<file path="src/rtl/audlink_pkg.sv">
package audlink_pkg;
  localparam int unsigned CTRL_W = 3;

  localparam logic ADDR_CTRL = 1'b0;
  localparam logic ADDR_STAT = 1'b1;

  localparam int unsigned BIT_GIE  = 0;
  localparam int unsigned BIT_COLD = 1;
  localparam int unsigned BIT_WARM = 2;
  localparam int unsigned BIT_GSTS = 0;

  typedef enum logic [1:0] {
    WARM_IDLE  = 2'd0,
    WARM_DRIVE = 2'd1,
    WARM_WAIT  = 2'd2
  } warm_state_e;
endpackage

</file>
<file path="src/rtl/audlink_bclk_mon.sv">
module audlink_bclk_mon #(
  parameter int unsigned SYNC_STAGES = 2,
  parameter int unsigned IDLE_LIMIT  = 16
) (
  input  logic clk,
  input  logic rst_n,
  input  logic bclk_i,
  output logic edge_o,
  output logic running_o
);
  localparam int unsigned CNT_W = $clog2(IDLE_LIMIT + 1);
  localparam logic [CNT_W-1:0] LIMIT = CNT_W'(IDLE_LIMIT);

  logic [SYNC_STAGES-1:0] sync_q;
  logic                   last_q;
  logic [CNT_W-1:0]       quiet_q;

  generate
    if (SYNC_STAGES == 1) begin : g_one
      always_ff @(posedge clk or negedge rst_n) begin
        if (!rst_n) sync_q <= '0;
        else        sync_q <= bclk_i;
      end
    end else begin : g_many
      always_ff @(posedge clk or negedge rst_n) begin
        if (!rst_n) sync_q <= '0;
        else        sync_q <= {sync_q[SYNC_STAGES-2:0], bclk_i};
      end
    end
  endgenerate

  always_ff @(posedge clk or negedge rst_n) begin
    if (!rst_n) last_q <= 1'b0;
    else        last_q <= sync_q[SYNC_STAGES-1];
  end

  assign edge_o = sync_q[SYNC_STAGES-1] ^ last_q;

  always_ff @(posedge clk or negedge rst_n) begin
    if (!rst_n)              quiet_q <= LIMIT;
    else if (edge_o)         quiet_q <= '0;
    else if (quiet_q != LIMIT) quiet_q <= quiet_q + 1'b1;
  end

  assign running_o = (quiet_q != LIMIT);

  assert_edge_running_R7: assert property (@(posedge clk) disable iff (!rst_n)
    edge_o |=> running_o);
endmodule

</file>
<file path="src/rtl/audlink_warm_seq.sv">
module audlink_warm_seq
  import audlink_pkg::*;
#(
  parameter int unsigned SYNC_CYCLES = 130
) (
  input  logic clk,
  input  logic rst_n,
  input  logic start_i,
  input  logic abort_i,
  input  logic bclk_edge_i,
  output logic busy_o,
  output logic sync_o
);
  localparam int unsigned CNT_W = $clog2(SYNC_CYCLES + 1);
  localparam logic [CNT_W-1:0] LOAD = CNT_W'(SYNC_CYCLES - 1);

  warm_state_e      state_q, state_d;
  logic [CNT_W-1:0] cnt_q, cnt_d;

  always_comb begin
    state_d = state_q;
    cnt_d   = cnt_q;
    if (abort_i) begin
      state_d = WARM_IDLE;
      cnt_d   = '0;
    end else begin
      unique case (state_q)
        WARM_IDLE: if (start_i) begin
          state_d = WARM_DRIVE;
          cnt_d   = LOAD;
        end
        WARM_DRIVE: begin
          if (cnt_q == '0) state_d = WARM_WAIT;
          else             cnt_d   = cnt_q - 1'b1;
        end
        WARM_WAIT: if (bclk_edge_i) state_d = WARM_IDLE;
        default: state_d = WARM_IDLE;
      endcase
    end
  end

  always_ff @(posedge clk or negedge rst_n) begin
    if (!rst_n) begin
      state_q <= WARM_IDLE;
      cnt_q   <= '0;
    end else begin
      state_q <= state_d;
      cnt_q   <= cnt_d;
    end
  end

  assign busy_o = (state_q != WARM_IDLE);
  assign sync_o = (state_q == WARM_DRIVE);

  assert_sync_from_start_R4: assert property (@(posedge clk) disable iff (!rst_n)
    $rose(sync_o) |-> $past(start_i));
  assert_clear_needs_edge_R6: assert property (@(posedge clk) disable iff (!rst_n)
    $fell(busy_o) |-> $past(bclk_edge_i || abort_i));
endmodule

</file>
<file path="src/rtl/audlink_gpi_irq.sv">
module audlink_gpi_irq (
  input  logic clk,
  input  logic rst_n,
  input  logic set_i,
  input  logic clr_i,
  input  logic flush_i,
  input  logic ie_i,
  output logic sts_o,
  output logic irq_o
);
  logic sts_q;

  always_ff @(posedge clk or negedge rst_n) begin
    if (!rst_n)       sts_q <= 1'b0;
    else if (flush_i) sts_q <= 1'b0;
    else if (set_i)   sts_q <= 1'b1;
    else if (clr_i)   sts_q <= 1'b0;
  end

  assign sts_o = sts_q;
  assign irq_o = sts_q & ie_i;

  assert_gpi_set_R8: assert property (@(posedge clk) disable iff (!rst_n)
    (set_i && !flush_i) |=> sts_o);
  assert_gpi_clear_R10: assert property (@(posedge clk) disable iff (!rst_n)
    (clr_i && !set_i) |=> !sts_o);
endmodule

</file>
<file path="src/rtl/audlink_ctrl.sv">
module audlink_ctrl
  import audlink_pkg::*;
#(
  parameter int unsigned SYNC_CYCLES = 130,
  parameter int unsigned IDLE_LIMIT  = 16,
  parameter int unsigned SYNC_STAGES = 2
) (
  input  logic              clk,
  input  logic              rst_n,
  input  logic              pm_rst_n,
  input  logic              wr_en,
  input  logic              rd_en,
  input  logic              addr,
  input  logic [CTRL_W-1:0] wdata,
  output logic [CTRL_W-1:0] rdata,
  output logic              rd_valid,
  input  logic              bclk_in,
  input  logic              gpi_change,
  output logic              link_rst_n,
  output logic              sync_out,
  output logic              bclk_running,
  output logic              irq
);
  logic gie_q, cold_n_q, cold_n_d;
  logic wr_ctrl, wr_stat;
  logic bclk_edge, warm_busy, warm_start, warm_abort;
  logic gpi_sts;
  logic [CTRL_W-1:0] rd_mux;

  assign wr_ctrl = wr_en && (addr == ADDR_CTRL);
  assign wr_stat = wr_en && (addr == ADDR_STAT);

  // Control bits live only under the full reset; pm_rst_n does not reach them.
  assign cold_n_d = wr_ctrl ? wdata[BIT_COLD] : cold_n_q;

  always_ff @(posedge clk or negedge rst_n) begin
    if (!rst_n) begin
      gie_q    <= 1'b0;
      cold_n_q <= 1'b0;
    end else begin
      cold_n_q <= cold_n_d;
      if (wr_ctrl) gie_q <= wdata[BIT_GIE];
    end
  end

  assign warm_abort = !cold_n_d;
  assign warm_start = wr_ctrl && wdata[BIT_WARM] && wdata[BIT_COLD] &&
                      !warm_busy && !bclk_running;

  audlink_bclk_mon #(
    .SYNC_STAGES(SYNC_STAGES),
    .IDLE_LIMIT (IDLE_LIMIT)
  ) u_bclk_mon (
    .clk      (clk),
    .rst_n    (rst_n),
    .bclk_i   (bclk_in),
    .edge_o   (bclk_edge),
    .running_o(bclk_running)
  );

  audlink_warm_seq #(
    .SYNC_CYCLES(SYNC_CYCLES)
  ) u_warm_seq (
    .clk        (clk),
    .rst_n      (rst_n),
    .start_i    (warm_start),
    .abort_i    (warm_abort),
    .bclk_edge_i(bclk_edge),
    .busy_o     (warm_busy),
    .sync_o     (sync_out)
  );

  audlink_gpi_irq u_gpi (
    .clk    (clk),
    .rst_n  (rst_n),
    .set_i  (gpi_change),
    .clr_i  (wr_stat && wdata[BIT_GSTS]),
    .flush_i(!pm_rst_n || !cold_n_q),
    .ie_i   (gie_q),
    .sts_o  (gpi_sts),
    .irq_o  (irq)
  );

  always_comb begin
    rd_mux = '0;
    if (addr == ADDR_CTRL) begin
      rd_mux[BIT_GIE]  = gie_q;
      rd_mux[BIT_COLD] = cold_n_q;
      rd_mux[BIT_WARM] = warm_busy;
    end else begin
      rd_mux[BIT_GSTS] = gpi_sts;
    end
  end

  always_ff @(posedge clk or negedge rst_n) begin
    if (!rst_n) begin
      rdata    <= '0;
      rd_valid <= 1'b0;
    end else begin
      rd_valid <= rd_en;
      if (rd_en) rdata <= rd_mux;
    end
  end

  assign link_rst_n = cold_n_q;

  assert_cold_quiet_R3: assert property (@(posedge clk) disable iff (!rst_n)
    !link_rst_n |-> !sync_out);
  assert_warm_refused_R5: assert property (@(posedge clk) disable iff (!rst_n)
    (wr_ctrl && wdata[BIT_WARM] && !warm_busy && bclk_running) |=> !sync_out);
  assert_pm_keeps_ctrl_R11: assert property (@(posedge clk) disable iff (!rst_n)
    (!pm_rst_n && !wr_en) |=> $stable(link_rst_n));
endmodule

</file>
<file path="config.mk">
export PLATFORM = sky130hd
export DESIGN_NAME = audlink_ctrl
export DESIGN_NICKNAME = d
export VERILOG_FILES = /design/src/rtl/audlink_pkg.sv /design/src/rtl/audlink_bclk_mon.sv /design/src/rtl/audlink_warm_seq.sv /design/src/rtl/audlink_gpi_irq.sv /design/src/rtl/audlink_ctrl.sv
export SDC_FILE = /design/constraint.sdc
export NUM_CORES = 1
export LEC_CHECK = 0
export BUFFER_PORTS_ARGS = -buffer_cell sky130_fd_sc_hd__clkbuf_2
export CORE_ASPECT_RATIO = 0.75
export CORE_MARGIN = 1.5
export CORE_UTILIZATION = 55
export DETAILED_ROUTE_END_ITERATION = 10
export HOLD_SLACK_MARGIN = 0.1
export PLACE_DENSITY_LB_ADDON = 0.08
export SLEW_MARGIN = 40
export SYNTH_ARGS = -nofsm -noshare
export SYNTH_HDL_FRONTEND = slang
export SYNTH_SLANG_ARGS = --single-unit
</file>
<file path="constraint.sdc">
create_clock -name clk -period 4.4 [get_ports clk]
set_input_delay 0.22 -clock clk [delete_from_list [all_inputs] [get_ports clk]]
set_output_delay 0.22 -clock clk [all_outputs]
set_load 0.005 [all_outputs]
</file>
After elaboration in Yosys (flattened, before gate mapping)
Cells that the tools add are included.
{"block": "totals", "reg_bits": 25, "wordCells": 59}
{"block": "classes", "addsub": 2, "n_eq_ne": 8, "mux": 17, "n_bitwise": 3, "reduce_logical": 19}
{"cell": "two-way mux 8 bit", "n": 3}
{"cell": "one-hot mux 8 bit (2 select lines)", "n": 1}
{"cell": "two-way mux 2 bit", "n": 5}
{"cell": "two-way mux 5 bit", "n": 2}
{"cell": "!= test 3 x 2 -> 1 bit, second input constant", "n": 3}
{"cell": "logical NOT 8 bit", "n": 1}
{"cell": "subtractor 8 x 1 -> 8 bit, second input constant", "n": 1}
{"cell": "logical AND 1 bit", "n": 7}
{"cell": "!= test 3 bit, second input constant", "n": 2}
{"cell": "one-hot mux 2 bit (3 select lines)", "n": 1}
{"cell": "AND reduction 3 bit", "n": 2}
{"cell": "adder 5 x 1 -> 5 bit, second input constant", "n": 1}
{"cell": "two-way mux 1 bit", "n": 5}
{"cell": "!= test 5 bit, second input constant", "n": 1}
{"cell": "logical NOT 1 bit", "n": 4}
{"cell": "nonzero test 2 bit", "n": 2}
{"cell": "nonzero test 3 bit", "n": 1}
{"cell": "equality test 2 x 1 -> 1 bit, second input constant", "n": 1}
{"cell": "equality test 2 bit, second input constant", "n": 1}
{"cell": "logical NOT 2 bit", "n": 1}
{"cell": "bitwise AND 1 bit", "n": 1}
{"cell": "logical OR 1 bit", "n": 1}
{"cell": "NOT 1 bit", "n": 1}
{"cell": "XOR 1 bit", "n": 1}

Logic depth before layout (Yosys ltp)
Gate-level depths: netlist of the first run.
{"block": "logic_depth", "depth_word": 9, "mapped_depth": 7, "mapped_depth_nobuf": 6}

By module
From an unflattened synthesis of the first run, not the netlist that was laid out.
{"block": "unflattened", "cells_unflattened": 120, "hier_area_um2": 1268.7}
{"mod": "audlink_warm_seq", "instances": 1, "cells_each": 64, "area_each_um2": 596.8}
{"mod": "audlink_bclk_mon", "instances": 1, "cells_each": 27, "area_each_um2": 337.8}
{"mod": "audlink_ctrl", "instances": 1, "cells_each": 24, "area_each_um2": 284.0}
{"mod": "audlink_gpi_irq", "instances": 1, "cells_each": 5, "area_each_um2": 50.0}

Worst setup path after synthesis of the first run
Ideal clock, no wire load.
{"block": "synth_path", "kind": "register to register", "from": "register u_warm_seq.cnt_q[0]", "to": "register u_warm_seq.cnt_q[7]", "t_arrival_ns": 1.616, "required_ns": 4.277, "setup_slack_ns": 2.661, "stages_incl_launch_ff": 7, "path_cell_list": "dfrtp_1 inv_1 ha_1 nor3b_1 a21o_2 nand2_2 o221a_1"}
{"block": "synth_via", "elab_chain_cells": 4, "word_cells_on_any_way": 7, "cone_classes": "add/sub: 1; eq/ne: 1; mux: 3; reduce/logical: 2"}
{"element": "start: declaration", "line": "audlink_warm_seq.sv:18", "text": "logic [CNT_W-1:0] cnt_q, cnt_d;"}
{"element": "start signal: assignment", "line": "audlink_warm_seq.sv:48", "text": "cnt_q <= cnt_d;"}
{"element": "subtractor 8 x 1 -> 8 bit", "line": "audlink_warm_seq.sv:34", "text": "else cnt_d = cnt_q - 1'b1;"}
{"element": "two-way mux 8 bit", "line": "audlink_warm_seq.sv:33", "text": "if (cnt_q == '0) state_d = WARM_WAIT;"}
{"element": "one-hot mux 8 bit (2 select lines)", "line": "audlink_warm_seq.sv:27", "text": "unique case (state_q)"}
{"element": "two-way mux 8 bit", "line": "audlink_warm_seq.sv:23", "text": "if (abort_i) begin"}
Several ways; a longest one is shown, not always the timed one. The select of a mux whose other input is x is not followed.
A chain may end at the register's enable or synchronous reset.

Worst setup path in the final report of the first run
{"block": "layout_path", "from": "register u_warm_seq.cnt_q[0]", "to": "register u_warm_seq.cnt_q[2]"}
The elaborated chain is that of the path after synthesis.

==> results of run 1 <==
-- cell type report --
| class | instances | area [sq um] |
|---|---|---|
| clock buffers | 4 | 26.3 |
| flip-flops and latches | 25 | 627 |
| well taps | 24 | 30.0 |
| fillers | 176 | 656 |
| repair buffers | 22 | 130 |
| inverters | 9 | 33.8 |
| multi-input cells | 86 | 582 |
-- worst max path at each step --
stage / end / slack [ns] / cells after the start / start
6_report: u_warm_seq.cnt_q[2] / 2.38 / 6 / u_warm_seq.cnt_q[0]
5_1_grt: u_warm_seq.cnt_q[2] / 2.17 / 6 / u_warm_seq.cnt_q[0]
4_1_cts: u_warm_seq.cnt_q[2] / 2.40 / 6 / u_warm_seq.cnt_q[0]
3_5_place_dp: u_warm_seq.cnt_q[7] / 2.41 / 6 / u_warm_seq.cnt_q[0]
3_3_place_gp: u_warm_seq.cnt_q[7] / 2.48 / 6 / u_warm_seq.cnt_q[0]
2_1_floorplan: u_warm_seq.cnt_q[7] / 2.66 / 6 / u_warm_seq.cnt_q[0]
-- registers in the layout, indices dropped and copies added (netlist names), 2 cells and up --
register	count
rdata	3
u_warm_seq.cnt_q	8
u_bclk_mon.sync_q	2
u_warm_seq.state_q	2
u_bclk_mon.quiet_q	5
-- cell families after synthesis --
| family | count (synthesis) | share of synthesized area (%) |
|---|---|---|
| buffers and inverters | 12 | 3.69 |
| AND/OR/NAND/NOR | 50 | 23.4 |
| adder cells (fa/ha/maj) | 4 | 3.99 |
| multiplexers | 5 | 4.19 |
| AO/OA/AOI/OAI | 21 | 10.6 |
| XOR/XNOR | 6 | 4.19 |
| flip-flops | 25 | 50.0 |
-- power breakdown --
group / leakage, nW / total (mW) / internal (mW) / switching, mW
logic: 0.319 / 0.0493 / 0.0212 / 0.0281
clock network: 0.0150 / 0.102 / 0.0354 / 0.0661
registers: 0.326 / 0.251 / 0.242 / 0.00904
total: 0.659 / 0.402 / 0.298 / 0.103
-- placed cells by master (no fill, tap or decap), drive strengths merged, types with 3 or more instances in the layout --
master,count
o21ai,5
xor2,4
nand2,7
dlygate4sd3,4
nor4,4
dfrtp,24
nand2b,3
ha,4
mux2i,3
clkbuf,22
nand4,5
nand3,7
a21oi,6
inv,8
nor2,11
-- stage by stage --
| step | setup slack [ns] | std cells | total power [mW] | utilization, % |
|---|---|---|---|---|
| 3_5_place_dp | 2.41 | 162 | 0.302 | 65.4 |
| 3_3_place_gp | 2.48 | 162 | 0.299 | 65.4 |
| 2_1_floorplan | 2.66 | 123 | 0.280 | - |
| 5_1_grt | 2.17 | 170 | 0.420 | 68.5 |
| 4_1_cts | 2.40 | 170 | 0.403 | 68.5 |
| 6_report | 2.38 | 170 | 0.402 | 68.5 |
-- layer usage --
metal,routed length [um],GRT usage [%],up-vias
met2,1170,38.9,36
met1,1250,32.5,476
met5,0,0,-
li1,-,-,481
met4,20,2.79,0
met3,171,7.02,4
-- tightest hold or removal path: stages --
cell      delay [ns]
clkbuf_2        0.08
a21oi_1         0.04
nor2_1          0.09
==> run summary, run 1 <==
routed len/inst: 15.3 um
flop-to-flop setup slack: 2.38 ns
critical path buffer and inverter count: 1
Cells on Worst Hold Path: 3
CP Capture Type: flop
worst hold path class: in2reg
Worst-Skew Late Latency: 0.32 ns
share of the synthesized area in the top cell type: 47.9%
Net Count, Synth: 138
min Tclk post-route: 2.02 ns
final hold slack: 0.130 ns
Rel. slew slack: 56.1%
vias per cell: 5.86
share of layout cells above drive strength 1: 20.5%
CP arrival: 2.22 ns
DIE AREA: 2580 sq um
Max stage delay on crit path: 0.55 ns
Std-Cell Rows: 14
GR Overflow Total: 0
root buffer cell: clkbuf_4
hold_buf cts: 4
Worst VDD drop: 231 uV
CP Max Fanout: 7
design area: 1430 sq um
Leak: 0.659 nW
Iteration-0 DRC Markers: 28
Worst R2R End: u_warm_seq.cnt_q[2]
Global Route Usage Sum: 23.7%
Yosys Warn Count: 0
area leader, netlist: dfrtp_1
RR Startpoint: u_warm_seq.cnt_q[0]
Critical Path, Cell by Cell: inv_1 -> ha_1 -> nor3b_1 -> nand2_1 -> a31oi_1 -> a211oi_1
initial antenna violation count: 0
mapped cell area: 1250 sq um
die height: 44.4 um
critical path required time: 4.61 ns
routed wire length: 2610 um
EDFF count, synth: 0
slowest CP cell: nor3b_1
# DRC: 0
Seq/Total Area, Yosys: 50.0%
RSZ-0062 raised after global routing: false
diode count: 0
# clock sinks: 25
Inserted Clock Buffers: 3
Clock Skew: 0.0147 ns
H-tree depth: 1
dpl cell area: 1360 sq um
fin nets: 162
Reg2Reg Depth: 6
Startpoint Class: flop
Synth top cells by count: 24 x dfrtp_1, 11 x nor2_1, 8 x inv_1
Syn Inst Count: 123
synthesized flop and latch total: 25
Area growth, synth to finish: 13.9%
period utilization: 45.9%
DR pass1 iterations: 6
status: finished, final reports clean
CTS tree: yes
Top Ports: 19
top area cells in the synthesized netlist: dfrtp_1 48%, ha_1 4.0%, nor2_1 3.3%
CTS Buffer Depth: 2
DRT antenna net count: 0
Slew Limit Fails: 0
Buffers on Ports: 18
worst-margin pin slew: 0.657 ns
die span in x: 58.2 um
cell family with most CP delay: simple AND/OR/NAND/NOR gates
Worst Hold Launch: gpi_change
Initial Utilization: 60.2%
average cell area after synthesis: 10.2 sq um
via count: 997
first-pass GRT wire length: 4490 um
largest net degree at the start of global routing: 26
Hold Vio Cnt, Final: 0
Post-CTS Resized: 0
gpl congestion: 0.863
setup bufs post-CTS: 0
Setup Viol. Count Final: 0
Post-DP HPWL: 1870 um
clock slew at reported path FFs: 0.14 ns
Sum Neg Setup Slack: 0 ns
fmax: 495 MHz
post-synth cell types: 38
Top FF cell, synth: dfrtp_1
Async S/R FF share, synth: 100%
Pwr Density: 281 nW/um^2
crit path kind: reg2reg
count leader, synth: dfrtp_1
Max Cap Viol: 0
vias in the first global route: 979
core area: 2080 sq um
Hold EP: u_gpi.sts_o
(Power assumes the default switching activity.)
==> run 2: changes to the inputs <==
CORE_UTILIZATION = 49   (was 55)
clock period = 1.6 ns   (was 4.4 ns; I/O delays follow)
==> run summary, run 2 (synthesis gave the netlist of run 1 again) <==
status: finished, final reports clean
vias in the first global route: 921 (-5.9%)
commonest non-fill, non-tap cell in the layout: dfrtp_1
met2 WL: 1300 um (+11%)
Area growth, synth to finish: 36.1%
Worst VDD drop: 675 uV (+190%)
critical path required time: 1.82 ns (-2.79 ns)
Worst Hold Launch: wdata[1]
share of layout cells above drive strength 1: 39.9% (+19 points)
Pwr Density: 666 nW/um^2 (+140%)
# clock sinks: 25 (unchanged)
Startpoint Class: flop
Worst-Skew Late Latency: 0.31 ns (about the same)
worst hold path class: in2reg
DIE AREA: 2880 sq um (+11%)
clock slew at reported path FFs: 0.13 ns (about the same)
pre-CTS setup slack: -0.0587 ns (-2.47 ns)
Largest regs: u_warm_seq.cnt_q: 8 flops, u_bclk_mon.quiet_q: 5 flops, rdata: 3 flops
top layer in use: met4
most frequent cells in the layout: 23 x dfrtp_1, 22 x buf_4, 18 x clkbuf_2
DRT antenna net count: 0 (unchanged)
gpl congestion: 0.852 (-1.3%)
routed length on met3: 141 um (-18%)
fin nets: 189 (+17%)
routed len/inst: 13.6 um (-11%)
period utilization: 99.1% (+53 points)
final hold slack: 0.240 ns (+0.110 ns)
Initial Utilization: 53.1% (-7.1 points)
fmax: 630 MHz (+27%)
core area: 2360 sq um (+13%)
H-tree depth: 1 (unchanged)
largest net degree at the start of global routing: 26 (unchanged)
# DRC: 0 (unchanged)
GR Overflow Total: 0 (unchanged)
CTS tree: yes
DP Cell Count: 186 (+15%)
Rel. slew slack: 58.6% (+2.5 points)
# fillers: 181 (+2.8%)
die span in x: 61.4 um (+5.6%)
Iteration-0 DRC Markers: 29 (+3.6%)
Global Route Usage Sum: 20.0% (-3.7 points)
Setup Viol. Count Final: 0 (unchanged)
CP arrival: 1.80 ns (-0.42 ns)
met1 wire length: 1360 um (+9.4%)
diode count: 0 (unchanged)
worst-margin pin slew: 0.621 ns (-0.0362 ns)
Non-Filler Instances: 207 (+22%)
CP Capture Type: flop
RR Startpoint: u_warm_seq.cnt_q[5]
Inserted Clock Buffers: 3 (unchanged)
Biggest register: u_warm_seq.cnt_q
Cells on Worst Hold Path: 3 (unchanged)
initial antenna violation count: 0 (unchanged)
Clock Skew: 0.00104 ns (-0.0137 ns)
max reg flops: 8 (unchanged)
Max Cap Viol: 0 (unchanged)
DR pass1 iterations: 4 (-2)
root buffer cell: clkbuf_4
via count: 1098 (+10%)
CTS Buffer Depth: 2 (unchanged)
first-pass GRT wire length: 4110 um (-8.4%)
crit path kind: reg2reg
CP Max Fanout: 3 (-4)
min Tclk post-route: 1.59 ns (-0.433 ns)
Leak: 0.801 nW (+21%)
Slew Limit Fails: 0 (unchanged)
Top Ports: 19 (unchanged)
worst setup margin: 0.0138 ns (-2.37 ns)
Sum Neg Setup Slack: 0 ns (unchanged)
vias per cell: 5.30 (-9.6%)
die height: 46.8 um (+5.5%)
Std-Cell Rows: 15 (+1)
Worst Setup SP: u_warm_seq.cnt_q[5]
Hold Vio Cnt, Final: 0 (unchanged)
routed wire length: 2820 um (+8.0%)
RSZ-0062 raised after global routing: true
total power: 1.14 mW (+180%)
Reg2Reg Depth: 4 (-2)
Buffers on Ports: 18 (unchanged)
Post-DP HPWL: 1840 um (-1.5%)
-- run 2: final cells by class --
cell class                      instances  area [sq um]  area share, %
Multi-Input combinational cell         86           626           36.6
Inverter                                9          37.5           2.20
Sequential cell                        25           628           36.8
Tap cell                               34          42.5           2.49
Clock buffer                            4          26.3           1.54
Timing Repair Buffer                   49           348           20.4
-- run 2: worst paths after layout --
path | end | slack, ns
max in group asynchronous | u_warm_seq.cnt_q[0] | 0.85
max | u_warm_seq.cnt_q[7] | 0.01
min | link_rst_n | 0.24
min reg2reg | u_bclk_mon.sync_q[1] | 0.37
max reg2reg | u_warm_seq.cnt_q[7] | 0.01
min in group asynchronous | u_warm_seq.cnt_q[6] | 0.32
-- run 2: timing repair --
| action | 4_1_cts | 5_1_grt |
|---|---|---|
| setup endpoints to repair | 9 | 9 |
| buffers inserted | 2 | 8 |
| pin swaps | 1 | 4 |
| hold buffers | 7 | 0 |
| gates resized for setup | 0 | 15 |
| hold endpoints to repair | 31 | 0 |
-- run 2: critical path: stages, from the launching register on --
cell,delay [ns]
dfrtp_1,0.44
or4_4,0.58
nor4_4,0.16
xor2_1,0.09
o221a_1,0.22
-- run 2: report_power, final --
part / internal (mW) / switching [mW] / leakage (nW)
sequential: 0.665 / 0.0232 / 0.324
combinational: 0.0875 / 0.0845 / 0.462
clock: 0.0974 / 0.179 / 0.0150
-- run 2: per-stage QoR --
stage	utilization, %	cell area [sq um]
2_1_floorplan	-	1270
3_3_place_gp	63.3	1500
3_5_place_dp	63.3	1500
4_1_cts	68.0	1610
5_1_grt	72.2	1710
6_report	72.2	1710
-- run 2: routing by layer --
metal | vias up | track usage [%]
met5 | - | 0
met1 | 525 | 28.7
met2 | 35 | 30.4
met3 | 2 | 6.06
met4 | 0 | 4.26
li1 | 536 | -
==> run 3: changes to the inputs <==
CORE_UTILIZATION = 52   (was 49)
CTS_BUF_LIST = sky130_fd_sc_hd__clkbuf_4 sky130_fd_sc_hd__clkbuf_8   (was unset)
==> run summary, run 3 (synthesis gave the netlist of run 1 again) <==
via count: 1070 (-2.6%)
Std-Cell Rows: 15 (unchanged)
Area growth, synth to finish: 34.6%
Hold Vio Cnt, Final: 0 (unchanged)
design area: 1690 sq um (-1.1%)
CTS Buffer Depth: 2 (unchanged)
share of layout cells above drive strength 1: 38.2% (-1.6 points)
Worst-Skew Late Latency: 0.32 ns (about the same)
Leak: 0.785 nW (-1.9%)
gpl congestion: 0.932 (+9.4%)
cell family with most CP delay: simple AND/OR/NAND/NOR gates
DR pass1 iterations: 4 (unchanged)
Post-DP HPWL: 1830 um (-0.23%)
min Tclk post-route: 1.58 ns (-0.00297 ns)
Clock Power Share: 23.9% (-0.4 points)
commonest non-fill, non-tap cell in the layout: dfrtp_1
most frequent cells in the layout: 23 x dfrtp_1, 20 x buf_4, 18 x clkbuf_2
vias per cell: 5.25 (-1.1%)
Max Cap Viol: 0 (unchanged)
core area: 2290 sq um (-3.2%)
DIE AREA: 2720 sq um (-5.4%)
Startpoint Class: flop
vias in the first global route: 979 (+6.3%)
critical path required time: 1.83 ns (about the same)
Inserted Clock Buffers: 3 (unchanged)
diode count: 0 (unchanged)
initial antenna violation count: 0 (unchanged)
fin nets: 186 (-1.6%)
Slew Limit Fails: 0 (unchanged)
Seq pwr share: 60.8% (+0.3 points)
period utilization: 99.0% (-0.19 points)
Clock Skew: 0.0157 ns (+0.0146 ns)
Psw: 292 uW (+1.7%)
critical path buffer and inverter count: 0 (unchanged)
root buffer cell: clkbuf_4
Biggest register: u_warm_seq.cnt_q
Iteration-0 DRC Markers: 32 (+10%)
max reg flops: 8 (unchanged)
# clock sinks: 25 (unchanged)
worst-margin pin slew: 0.611 ns (-0.00961 ns)
Setup Viol. Count Final: 0 (unchanged)
CP arrival: 1.81 ns (about the same)
GR Overflow Total: 0 (unchanged)
CP Max Fanout: 4 (+1)
worst hold path class: in2reg
DRT antenna net count: 0 (unchanged)
Combinational Power Share: 15.3% (+0.2 points)
Max stage delay on crit path: 0.59 ns (about the same)
first-pass GRT wire length: 4240 um (+3.2%)
CTS tree: yes
largest net degree at the start of global routing: 26 (unchanged)
Global Route Usage Sum: 21.3% (+1.3 points)
Pwr Density: 673 nW/um^2 (+1.2%)
routed wire length: 2790 um (-0.92%)
die span in x: 59.7 um (-2.8%)
slowest CP cell: or4_4
fmax: 632 MHz (+0.19%)
dpl cell area: 1480 sq um (-1.0%)
total power: 1.14 mW (about the same)
Top Ports: 19 (unchanged)
Pint: 846 uW (-0.48%)
routed len/inst: 13.7 um (+0.53%)
clock slew at reported path FFs: 0.14 ns (about the same)
crit path kind: reg2reg
Critical Path, Cell by Cell: or4_4 -> nor4_4 -> xor2_1 -> o221a_1
status: finished, final reports clean
RSZ-0062 raised after global routing: true
CP Capture Type: flop
Switching Share: 25.7% (+0.42 points)
Buffers on Ports: 18 (unchanged)
Worst VDD drop: 512 uV (-24%)
die height: 45.5 um (-2.7%)
H-tree depth: 1 (unchanged)
Largest regs: u_warm_seq.cnt_q: 8 flops, u_bclk_mon.quiet_q: 5 flops, rdata: 3 flops
Rel. slew slack: 59.3% (+0.64 points)
# DRC: 0 (unchanged)
Initial Utilization: 54.8% (+1.7 points)
==> run 3: cell types whose count changed in the layout (fill, tap and decap cells not counted), sizes merged <==
cell    before  now
clkbuf      22   21
clkinv       0    1
buf         24   21
==> run 3: final timing paths <==
path,start,end,slack (ns),cells past startpoint
setup / recovery,u_warm_seq.cnt_q[3],u_warm_seq.cnt_q[7],0.02,4
hold / removal,wdata[1],link_rst_n,0.19,3
setup reg to reg,u_warm_seq.cnt_q[3],u_warm_seq.cnt_q[7],0.02,4
hold reg to reg,u_bclk_mon.sync_q[0],u_bclk_mon.sync_q[1],0.37,0
max in group asynchronous,rst_n,u_warm_seq.cnt_q[0],0.88,2
min in group asynchronous,rst_n,rdata[1],0.28,2
==> run 3: through the flow <==
stage	worst slack (ns)	util (%)	TNS, ns	std cells	hold slack, ns
2_1_floorplan	0.0178	-	0	123	-0.216
3_3_place_gp	0.0288	64.7	0	184	0.110
3_5_place_dp	-0.000552	64.7	-0.000552	184	0.118
4_1_cts	0.0000887	69.3	0	196	0.198
5_1_grt	-0.0782	73.8	-0.131	204	0.223
6_report	0.0168	73.8	0	204	0.195
==> run 3: power by group through the flow <==
stage,combinational (mW),clock (mW),sequential [mW]
finish,0.174,0.272,0.691
global route,0.203,0.307,0.696
CTS,0.151,0.288,0.691
detailed placement,0.136,0,0.703
global placement,0.133,0,0.701
floorplan,0.0713,0,0.698
==> run 3: timing repair <==
action / 4_1_cts / 5_1_grt
endpoints found under the hold margin: 31 / 0
resized for setup: 0 / 13
hold buffers: 7 / 0
setup endpoints to repair: 3 / 8
setup buffers: 1 / 8
pin swaps: 1 / 4
==> run 3: worst reg2reg max path, stage by stage (launching register included) <==
cell     delay, ns
dfrtp_1       0.43
or4_4         0.59
nor4_4        0.16
xor2_1        0.10
o221a_1       0.22
==> run 3: cell type report <==
cell class              instances  area, sq um
inverters                       9         37.5
repair buffers                 46          322
flip-flops and latches         25          628
well taps                      34         42.5
fillers                       182          601
clock inverters                 1         5.00
clock buffers                   3         22.5
multi-input cells              86          632
==> run 3: routing by layer <==
layer / vias up / wire length, um / global-route usage [%]
met5: - / 0 / 0
met4: 0 / 14 / 4.00
met3: 2 / 188 / 5.40
met2: 35 / 1230 / 35.0
met1: 505 / 1350 / 29.0
li1: 528 / - / -
